==> src/rtl/dmt_pkg.sv <==
`timescale 1ns/1ps
package dmt_pkg;
    localparam int WORD_AW = 3;

    typedef enum logic [WORD_AW-1:0] {
        WD_LIMHI   = 3'd0,
        WD_CNTLO   = 3'd1,
        WD_LIMSOFT = 3'd2,
        WD_RUN     = 3'd3,
        WD_MODE    = 3'd4
    } word_e;
endpackage

==> src/rtl/dmt_advance.sv <==
`timescale 1ns/1ps
module dmt_advance #(
    parameter int DATA_W = 32,
    parameter int FRAC_W = 9
) (
    input  logic [2*DATA_W-2:0] cnt_i,
    input  logic [DATA_W-1:0]   limit_i,
    input  logic                user_i,
    output logic [2*DATA_W-2:0] nxt_o,
    output logic                flag_o,
    output logic                raise_o
);
    localparam int CNT_W = 2*DATA_W - 1;
    localparam logic [CNT_W:0]    STEP    = (CNT_W+1)'(1) << FRAC_W;
    localparam logic [CNT_W-1:0]  USR_MAX = {{(CNT_W-FRAC_W){1'b1}}, {FRAC_W{1'b0}}};
    localparam logic [DATA_W-1:0] CTR_MAX = {1'b0, {(DATA_W-1-FRAC_W){1'b1}}, {FRAC_W{1'b0}}};

    logic [CNT_W:0] sum;
    logic [CNT_W:0] lim;
    logic           hit;
    logic           lim_set;

    always_comb begin
        sum     = {1'b0, cnt_i} + STEP;
        lim_set = (limit_i != '0);
        lim     = '0;
        if (user_i) begin
            lim = {1'b0, USR_MAX};
        end else begin
            lim[DATA_W-1:0] = lim_set ? limit_i : CTR_MAX;
        end
        hit     = (sum >= lim);
        nxt_o   = hit ? '0 : sum[CNT_W-1:0];
        flag_o  = hit && (user_i || lim_set);
        raise_o = hit && !user_i && lim_set;
    end
endmodule

==> src/rtl/dmt_rdmux.sv <==
`timescale 1ns/1ps
module dmt_rdmux
    import dmt_pkg::*;
#(
    parameter int DATA_W       = 32,
    parameter bit SYSTEM_TIMER = 1'b0
) (
    input  logic [WORD_AW-1:0]  word_i,
    input  logic                user_i,
    input  logic [2*DATA_W-2:0] cnt_i,
    input  logic [DATA_W-1:0]   limit_i,
    input  logic                reached_i,
    input  logic                run_i,
    output logic [DATA_W-1:0]   rdata_o
);
    localparam int CNT_W = 2*DATA_W - 1;

    logic [DATA_W-1:0] run_word;

    generate
        if (SYSTEM_TIMER) begin : g_sys
            assign run_word = '0;
            logic unused_run;
            assign unused_run = run_i;
        end else begin : g_cpu
            assign run_word = {{(DATA_W-1){1'b0}}, run_i};
        end
    endgenerate

    always_comb begin
        rdata_o = '0;
        case (word_i)
            WD_LIMHI: rdata_o = user_i ? {reached_i, cnt_i[CNT_W-1:DATA_W]} : limit_i;
            WD_CNTLO: rdata_o = user_i ? cnt_i[DATA_W-1:0]
                                       : {reached_i, cnt_i[DATA_W-2:0]};
            WD_RUN:   rdata_o = run_word;
            default:  rdata_o = '0;
        endcase
    end
endmodule

==> src/rtl/dual_mode_cpu_timer.sv <==
`timescale 1ns/1ps
module dual_mode_cpu_timer
    import dmt_pkg::*;
#(
    parameter int DATA_W       = 32,
    parameter int FRAC_W       = 9,
    parameter bit SYSTEM_TIMER = 1'b0
) (
    input  logic              clk_i,
    input  logic              rst_ni,
    input  logic              tick_i,
    input  logic              mode_stb_i,
    input  logic              mode_bit_i,
    input  logic              bus_wr_i,
    input  logic              bus_rd_i,
    input  logic [WORD_AW-1:0] bus_word_i,
    input  logic [DATA_W-1:0] bus_wdata_i,
    output logic [DATA_W-1:0] bus_rdata_o,
    output logic              irq_o,
    output logic              user_mode_o
);
    localparam int CNT_W = 2*DATA_W - 1;
    localparam logic [DATA_W-1:0] LIM_MASK = {1'b0, {(DATA_W-1-FRAC_W){1'b1}}, {FRAC_W{1'b0}}};
    localparam logic [DATA_W-1:0] LO_MASK  = {{(DATA_W-FRAC_W){1'b1}}, {FRAC_W{1'b0}}};

    typedef struct packed {
        logic [CNT_W-1:0]  cnt;
        logic [DATA_W-1:0] limit;
        logic              reached;
        logic              irq;
        logic              run;
        logic              user;
    } st_t;

    st_t st_d, st_q;

    logic [CNT_W-1:0] adv_nxt;
    logic             adv_flag;
    logic             adv_raise;
    logic             mode_take;
    logic [CNT_W-1:0] cnt_q;
    logic             run_q;

    dmt_advance #(.DATA_W(DATA_W), .FRAC_W(FRAC_W)) u_adv (
        .cnt_i   (st_q.cnt),
        .limit_i (st_q.limit),
        .user_i  (st_q.user),
        .nxt_o   (adv_nxt),
        .flag_o  (adv_flag),
        .raise_o (adv_raise)
    );

    dmt_rdmux #(.DATA_W(DATA_W), .SYSTEM_TIMER(SYSTEM_TIMER)) u_rd (
        .word_i    (bus_word_i),
        .user_i    (st_q.user),
        .cnt_i     (st_q.cnt),
        .limit_i   (st_q.limit),
        .reached_i (st_q.reached),
        .run_i     (st_q.run),
        .rdata_o   (bus_rdata_o)
    );

    generate
        if (SYSTEM_TIMER) begin : g_sys_mode
            assign mode_take = 1'b0;
            logic unused_mode;
            assign unused_mode = mode_stb_i ^ mode_bit_i;
        end else begin : g_cpu_mode
            assign mode_take = mode_stb_i && (mode_bit_i != st_q.user);
        end
    endgenerate

    always_comb begin
        st_d = st_q;

        // acknowledge through a limit read (counter mode only)
        if (bus_rd_i && !st_q.user && (bus_word_i == WD_LIMHI)) begin
            st_d.reached = 1'b0;
            st_d.irq     = 1'b0;
        end

        // advance; a new match overrides the acknowledge
        if (tick_i && (!st_q.user || st_q.run)) begin
            st_d.cnt = adv_nxt;
            if (adv_flag)  st_d.reached = 1'b1;
            if (adv_raise) st_d.irq     = 1'b1;
        end

        // register writes win over the tick
        if (bus_wr_i) begin
            case (bus_word_i)
                WD_LIMHI: begin
                    if (st_q.user) begin
                        st_d.cnt[CNT_W-1:DATA_W] = bus_wdata_i[DATA_W-2:0];
                        st_d.reached             = 1'b0;
                    end else begin
                        st_d.limit = bus_wdata_i & LIM_MASK;
                        st_d.cnt   = '0;
                        st_d.irq   = 1'b0;
                    end
                end
                WD_CNTLO: begin
                    if (st_q.user) begin
                        st_d.cnt[DATA_W-1:0] = bus_wdata_i & LO_MASK;
                        st_d.reached         = 1'b0;
                    end
                end
                WD_LIMSOFT: begin
                    if (!st_q.user) st_d.limit = bus_wdata_i & LIM_MASK;
                end
                WD_RUN:  st_d.run = bus_wdata_i[0];
                default: ;
            endcase
        end

        // mode change side effects take priority over everything
        if (mode_take) begin
            st_d.cnt     = '0;
            st_d.reached = 1'b0;
            if (mode_bit_i) begin
                st_d.user  = 1'b1;
                st_d.irq   = 1'b0;
                st_d.limit = '0;
            end else begin
                st_d.user = 1'b0;
                st_d.run  = 1'b1;
            end
        end
    end

    always_ff @(posedge clk_i) begin
        if (!rst_ni) begin
            st_q         <= '0;
            st_q.run     <= 1'b1;
        end else begin
            st_q <= st_d;
        end
    end

    assign irq_o       = st_q.irq;
    assign user_mode_o = st_q.user;
    assign cnt_q       = st_q.cnt;
    assign run_q       = st_q.run;
endmodule

==> config.mk <==
export PLATFORM = sky130hd
export DESIGN_NAME = dual_mode_cpu_timer
export DESIGN_NICKNAME = d
export VERILOG_FILES = /design/src/rtl/dmt_pkg.sv /design/src/rtl/dmt_advance.sv /design/src/rtl/dmt_rdmux.sv /design/src/rtl/dual_mode_cpu_timer.sv
export SDC_FILE = /design/constraint.sdc
export NUM_CORES = 1
export LEC_CHECK = 0
export BUFFER_PORTS_ARGS = -buffer_cell sky130_fd_sc_hd__buf_4
export CAP_MARGIN = 20
export CORE_AREA = 2 2 163 101
export DETAILED_ROUTE_END_ITERATION = 8
export DIE_AREA = 0 0 165 103
export MAX_ROUTING_LAYER = met4
export PLACE_DENSITY_LB_ADDON = 0.08
export RECOVER_POWER = 100
export SYNTH_ARGS = -nofsm -noshare
export SYNTH_HDL_FRONTEND = slang
export SYNTH_SLANG_ARGS = --single-unit
==> constraint.sdc <==
create_clock -name clk_i -period 11.1 [get_ports clk_i]
set_clock_uncertainty 0.1 [all_clocks]
set_input_delay 0.555 -clock clk_i [delete_from_list [all_inputs] [get_ports clk_i]]
set_output_delay 0.555 -clock clk_i [all_outputs]
set_load 0.03 [all_outputs]
==> results of run 1 <==
critical path, cell delays in order, from the launching register on:
cell and delay [ps]:
dfxtp_1 860, inv_1 930, o21ai_0 510, clkbuf_1 750, nor2_1 160, ha_1 310, nand2b_1 140, a2111o_1 400
a31oi_1 170, o2111ai_1 170, a211oi_1 1930, nand2_1 470, a21boi_2 590, and2_1 210
logic make-up (layout without fill, tap and decap cells):
kind of cell    Yosys count  count (layout)
fa+ha+maj                64              64
simple gates            449             449
compound gates          225             225
xor+xnor                 81              81
mux                      25              25
buf+inv                  80             112
flops                    99              99
flip-flops by register name, summed over array words and instances (netlist names):
signal       cells
user_mode_o      1
irq_o            1
run_q            1
st_q            33
cnt_q           63
worst max-delay path by stage:
stage	end	slack, ps	cells after the start
after detailed placement	cnt_q[11]	5970	16
after floorplan	cnt_q[60]	7150	18
after CTS	cnt_q[11]	5940	16
after global routing	cnt_q[6]	2950	13
final	cnt_q[1]	3310	13
after global placement	cnt_q[13]	6170	16
layout by cell type (no fill, tap or decap), drive strengths merged, types with 2 or more instances in the layout:
cell,count
xor2,38
nand4,41
nor2b,2
and4,3
ha,64
nor3,23
nand3,67
dfxtp,99
or2,5
mux2i,24
o2bb2ai,2
o21ai,71
a21oi,79
bufinv,2
a21o,19
clkbuf,45
a32oi,2
or3,2
and3,16
o21a,3
a221oi,7
a21boi,5
nand2b,5
buf,52
nor4,15
and2,16
o211ai,12
a22oi,6
nand2,172
a211oi,5
a31oi,8
inv,12
nor2,76
xnor2,43
metal layers:
layer / share of wire, % / global-route usage (%)
met1: 50 / 49.0
met4: 2.1 / 8.49
met3: 8.3 / 5.63
met5: 0 / -
met2: 40 / 46.6
power by group:
group,internal (W),switching (W)
Combinational,0.0000488,0.0000981
Clock,0.000199,0.000151
Sequential,0.000359,0.00000798
Total,0.000606,0.000257
Yosys cell counts, types with 12 or more instances:
cell type,instances,area [um^2]
nand4_1,41,257
dfxtp_1,99,1980
nand3_1,63,315
nand2_1,172,646
clkbuf_1,52,195
and2_1,14,87.6
mux2i_1,24,240
and3_1,16,100
o21ai_0,67,335
nor4_1,14,87.6
ha_1,64,801
nor3_1,22,110
a21oi_1,79,395
xnor2_1,43,377
xor2_1,38,333
nor2_1,76,285
o211ai_1,12,90.1
a21o_1,19,143
metrics by stage:
stage | util (%) | area (um^2)
6_report | 53.5 | 8420
5_1_grt | 53.5 | 8420
3_5_place_dp | 52.5 | 8250
2_1_floorplan | - | 7600
3_3_place_gp | 52.5 | 8250
4_1_cts | 54.5 | 8560
cell type report:
cell class	count	share of cell area [%]
multi-input combinational	844	62.7
sequential	99	23.5
timing repair buffer	87	6.44
tap	209	3.11
clock buffer	10	2.72
clock inverter	5	1.01
inverter	10	0.446
==> flow_metrics.tcl, run 1 <==
set metrics [dict create \
    status "finished, violations left" \
    routed_wl_um 27000 \
    timing.hold.ws_ps 301 \
    synthMuxAreaShare_pct 3.31 \
    relSlewSlack_pct -126 \
    startpoint_type "flop" \
    cts_sinks 99 \
    start_util_pct 48.4 \
    diodes 0 \
    syn2layout_area_growth_pct 10.7 \
    syn_nets 1129 \
    timing_hold_violations_final 0 \
    rsz0062_at_grt "false" \
    synthCells 1023 \
    num_vias 7658 \
    power_density_nw_per_um2 103 \
    power_w 0.000863 \
    slew_violations 120 \
    antenna_found_initial 0 \
    syn_avg_cell_area_um2 7.43 \
    grt_usage_pct 33.3 \
    synth-simple-area-share_pct 28.2 \
    end_kind "flop" \
    synth.distinct_cells 62 \
    ios 76 \
    die_h_um 103 \
    clk_pin_slew_ps 70 \
    synth.cell_area_um2 7600 \
    cts_resized 0 \
    seqCellArea_um2 1980 \
    p_leak_nw 3.13 \
    clockBufferDepth 2 \
    portBuffers 75 \
    final_cells 1264 \
    dieArea_um2 17000 \
    async_reset_ff_share_pct 0 \
    synth_xor_area_share_pct 9.33 \
    cts.htree.levels 3 \
    fin_crit_sh_pct 70.2 \
    hold_start "bus_wr_i" \
    cts_buffers 9 \
    holdPathEnd "irq_o" \
    worstSetupPathType "flop to flop" \
    grt_pass1_vias 6881 \
    setup_tns_ps 0 \
    ys_warn_count 0 \
    cts_tree "done" \
    ys.flop_type "dfxtp_1" \
    ys_ff_latch 99 \
    yosysSeqAreaShare_pct 26.1 \
    setup_viol 0 \
    hpwl_um 20200 \
    dr.pass1.iters 5 \
    grt_pass1_wl_um 41100 \
    drv_cap 3 \
    r2r_slack_ps 3310 \
    drive_gt1_share_pct 8.06 \
    grt.overflow.total 0 \
    placed_cells 1248 \
    clk-insertion-delay-late_ps 360 \
    crit_required_ps 11290 \
    drtIter0Drc 783 \
    antenna_left 0 \
    yosys.area_share.adder_pct 10.5 \
    crit_arrival_ps 7980 \
    fin_crit_ps 7790 \
    ir_worst_vdd_uv 69.9 \
    die_x_um 165 \
    hold_class "input pin to flop" \
    wl_per_cell_um 21.4 \
    gp_congestion 0.974 \
    synth_edf_count 0 \
    rows 36 \
    cts_setup_buffers 0 \
    r2r-start "user_mode_o" \
    crit_start "user_mode_o" \
    route.detailed.drc 0 \
    core_area_um2 15700 \
    rr_worst_depth 13 \
    tightestPinTransition_ps 3380 \
    nFillCells 1587 \
    violations "max-capacitance violations, max-slew violations" \
    worstReg2RegEnd "cnt_q[1]" \
    fin_nets 1157 \
    postCtsHoldBufs 0 \
    multi_input_area_um2 5280 \
    synth_compound_gate_area_share_pct 18.2 \
    fmax_mhz 128 \
    fin_ws_ps 3310 \
    grt_max_degree 59 \
    clock_tree.root_cell "clkbuf_16" \
    synth_top_family_by_area "simple AND/OR/NAND/NOR gates" \
    viasPerCell 6.06 \
    crit_fanout 40 \
    hold_depth 2 \
    place_ws_ps 5970 \
]
No activity file was read; power rests on OpenSTA's default activity.
==> run 2, diff against run 1 <==
clock period = 7 ns   (was 11.1 ns; I/O delays follow)
==> run 2 against run 1 <==
Effect of this change:
- the run still ends with max-capacitance violations, max-slew violations left
- clock-buffer cell count unchanged
- sequential power increased by 59%
- flip-flop and latch count unchanged
- maximum frequency increased by 33%
- first-iteration DRC count decreased by 2.4%
- worst setup slack got worse by 2200 ps
- worst hold slack got worse by 210 ps
- routed wire length decreased by 1.5%
- largest power group unchanged
==> flow_metrics.tcl, run 2 (synthesized netlist as in run 1, its figures left out) <==
set metrics [dict create \
    placed_cells 1249 \
    rsz0062_at_grt "false" \
    rows 36 \
    status "finished, violations left" \
    switchingPower_w 0.000398 \
    startpoint_type "flop" \
    setup_viol 0 \
    power_density_nw_per_um2 154 \
    drive_gt1_share_pct 8.34 \
    viasPerCell 6.01 \
    gp_congestion 0.934 \
    largest_register_ffs 63 \
    die_x_um 165 \
    met3_usage_pct 5.87 \
    cts_buffers 9 \
    routed_wl_um 26600 \
    clk-insertion-delay-late_ps 360 \
    clockBufferDepth 2 \
    hpwl_um 20000 \
    crit_required_ps 7190 \
    end_kind "flop" \
    fin_crit_sh_pct 83.7 \
    fin_nets 1157 \
    hold_depth 2 \
    num_vias 7603 \
    grt_util_met2_pct 45.8 \
    crit_arrival_ps 6050 \
    seqPwrFrac_pct 45.1 \
    drtIter0Drc 764 \
    antenna_left 0 \
    relSlewSlack_pct -75.2 \
    final_cells 1265 \
    worstSetupPathType "flop to flop" \
    core_area_um2 15700 \
    portBuffers 75 \
    dr.pass1.iters 5 \
    cts.htree.levels 3 \
    cp_cell_sequence "inv_1 > clkbuf_1 > nand2_1 > ha_1 > a2111o_1 > a31oi_1 > o2111ai_1 > a211oi_4 > and2_4 > o21ai_0 > buf_4 > o21ai_0" \
    cts_setup_buffers 0 \
    cpMostUsedCell "o21ai_0" \
    p_leak_nw 3.12 \
    tightestPinTransition_ps 2630 \
    dieArea_um2 17000 \
    p_comb_share_pct 17.8 \
    p_sw_share_pct 30.7 \
    p_int_w 0.000896 \
    grt_max_degree 55 \
    timing_hold_violations_final 0 \
    postCtsHoldBufs 0 \
    critical_path.max_stage_delay_ps 1580 \
    grt_pass1_wl_um 40500 \
    die_h_um 103 \
    clock_tree.root_cell "clkbuf_16" \
    cts_sinks 99 \
    grt.overflow.total 0 \
    cts_tree "done" \
    grt_usage_pct 33.1 \
    cp_slowest_cell "clkbuf_1" \
    final_common_cell "nand2_1" \
    fin_crit_ps 5860 \
    syn2layout_area_growth_pct 10.4 \
    grt_pass1_vias 6686 \
    clk_pin_slew_ps 70 \
    ios 76 \
    wl_per_cell_um 21.0 \
    crit_fanout 39 \
    busiest_layer "met1" \
    final_cell_mix "nand2_1, dfxtp_1, a21oi_1" \
    nFillCells 1592 \
    hold_class "input pin to flop" \
    slew_violations 88 \
    fin_util_pct 53.4 \
    fmax_mhz 171 \
    use_met1_pct 49.0 \
    drv_cap 2 \
    route.detailed.drc 0 \
    clockPowerShare_pct 37.1 \
    violations "max-capacitance violations, max-slew violations" \
    setup_tns_ps 0 \
    antenna_found_initial 1 \
    rr_worst_depth 12 \
    cts_resized 0 \
    ir_worst_vdd_uv 106 \
    start_util_pct 48.4 \
]
==> run 2: cell types whose count changed in the layout (fill, tap and decap cells not counted), sizes merged <==
cell      before  now
buf           52   51
bufinv         2    0
clkbuf        45   46
clkinv         0    3
clkinvlp       1    0
diode          0    1
==> run 2: worst max-delay path, delay by kind of cell (launching register included) <==
family                     cells  cell delay [ps]
and+or+nand+nor                2              820
AOI/OAI and AO/OA              6             2050
buffers and inverters          3             1940
adders and majority gates      1              360
DFF                            1              470
==> run 2: worst paths after layout <==
| check | start | to | slack (ps) |
|---|---|---|---|
| setup / recovery | user_mode_o | cnt_q[17] | 1140 |
| hold / removal | bus_wr_i | irq_o | 90 |
| setup reg to reg | user_mode_o | cnt_q[17] | 1140 |
| hold reg to reg | cnt_q[0] | cnt_q[0] | 380 |
==> run 2: power by group through the flow <==
stage          registers, W  clock network, W  logic (W)
2_1_floorplan      0.000588                 0   0.000148
3_3_place_gp       0.000595                 0   0.000226
3_5_place_dp       0.000596                 0   0.000227
4_1_cts            0.000583          0.000492   0.000228
5_1_grt            0.000584          0.000510   0.000253
6_report           0.000583          0.000481   0.000230
==> run 2: area by class of cell <==
cell class / count / area, um^2 / share of cell area, %
clock inverters: 5 / 36.3 / 0.432
inverters: 10 / 37.5 / 0.447
repair buffers: 87 / 538 / 6.41
flip-flops and latches: 99 / 1990 / 23.6
diodes: 1 / 2.50 / 0.0298
clock buffers: 10 / 239 / 2.85
multi-input cells: 844 / 5300 / 63.1
well taps: 209 / 262 / 3.11
==> run 2: stage by stage <==
step / hold WS, ps / setup slack, ps / area [um^2] / power [W]
floorplan: 322 / 3050 / 7600 / 0.000735
global placement: 364 / 1970 / 8250 / 0.000821
detailed placement: 366 / 1820 / 8270 / 0.000823
CTS: 81.1 / 1780 / 8550 / 0.00130
global route: 82.8 / 881 / 8400 / 0.00135
finish: 90.7 / 1140 / 8400 / 0.00129
==> run 2: routing by layer <==
| layer | share of wire (%) | vias to the layer above | wire [um] |
|---|---|---|---|
| met2 | 40 | 317 | 10700 |
| met1 | 50 | 3566 | 13200 |
| met3 | 8.5 | 26 | 2260 |
| met4 | 1.5 | 0 | 397 |
| li1 | - | 3694 | - |
| met5 | 0 | - | 0 |
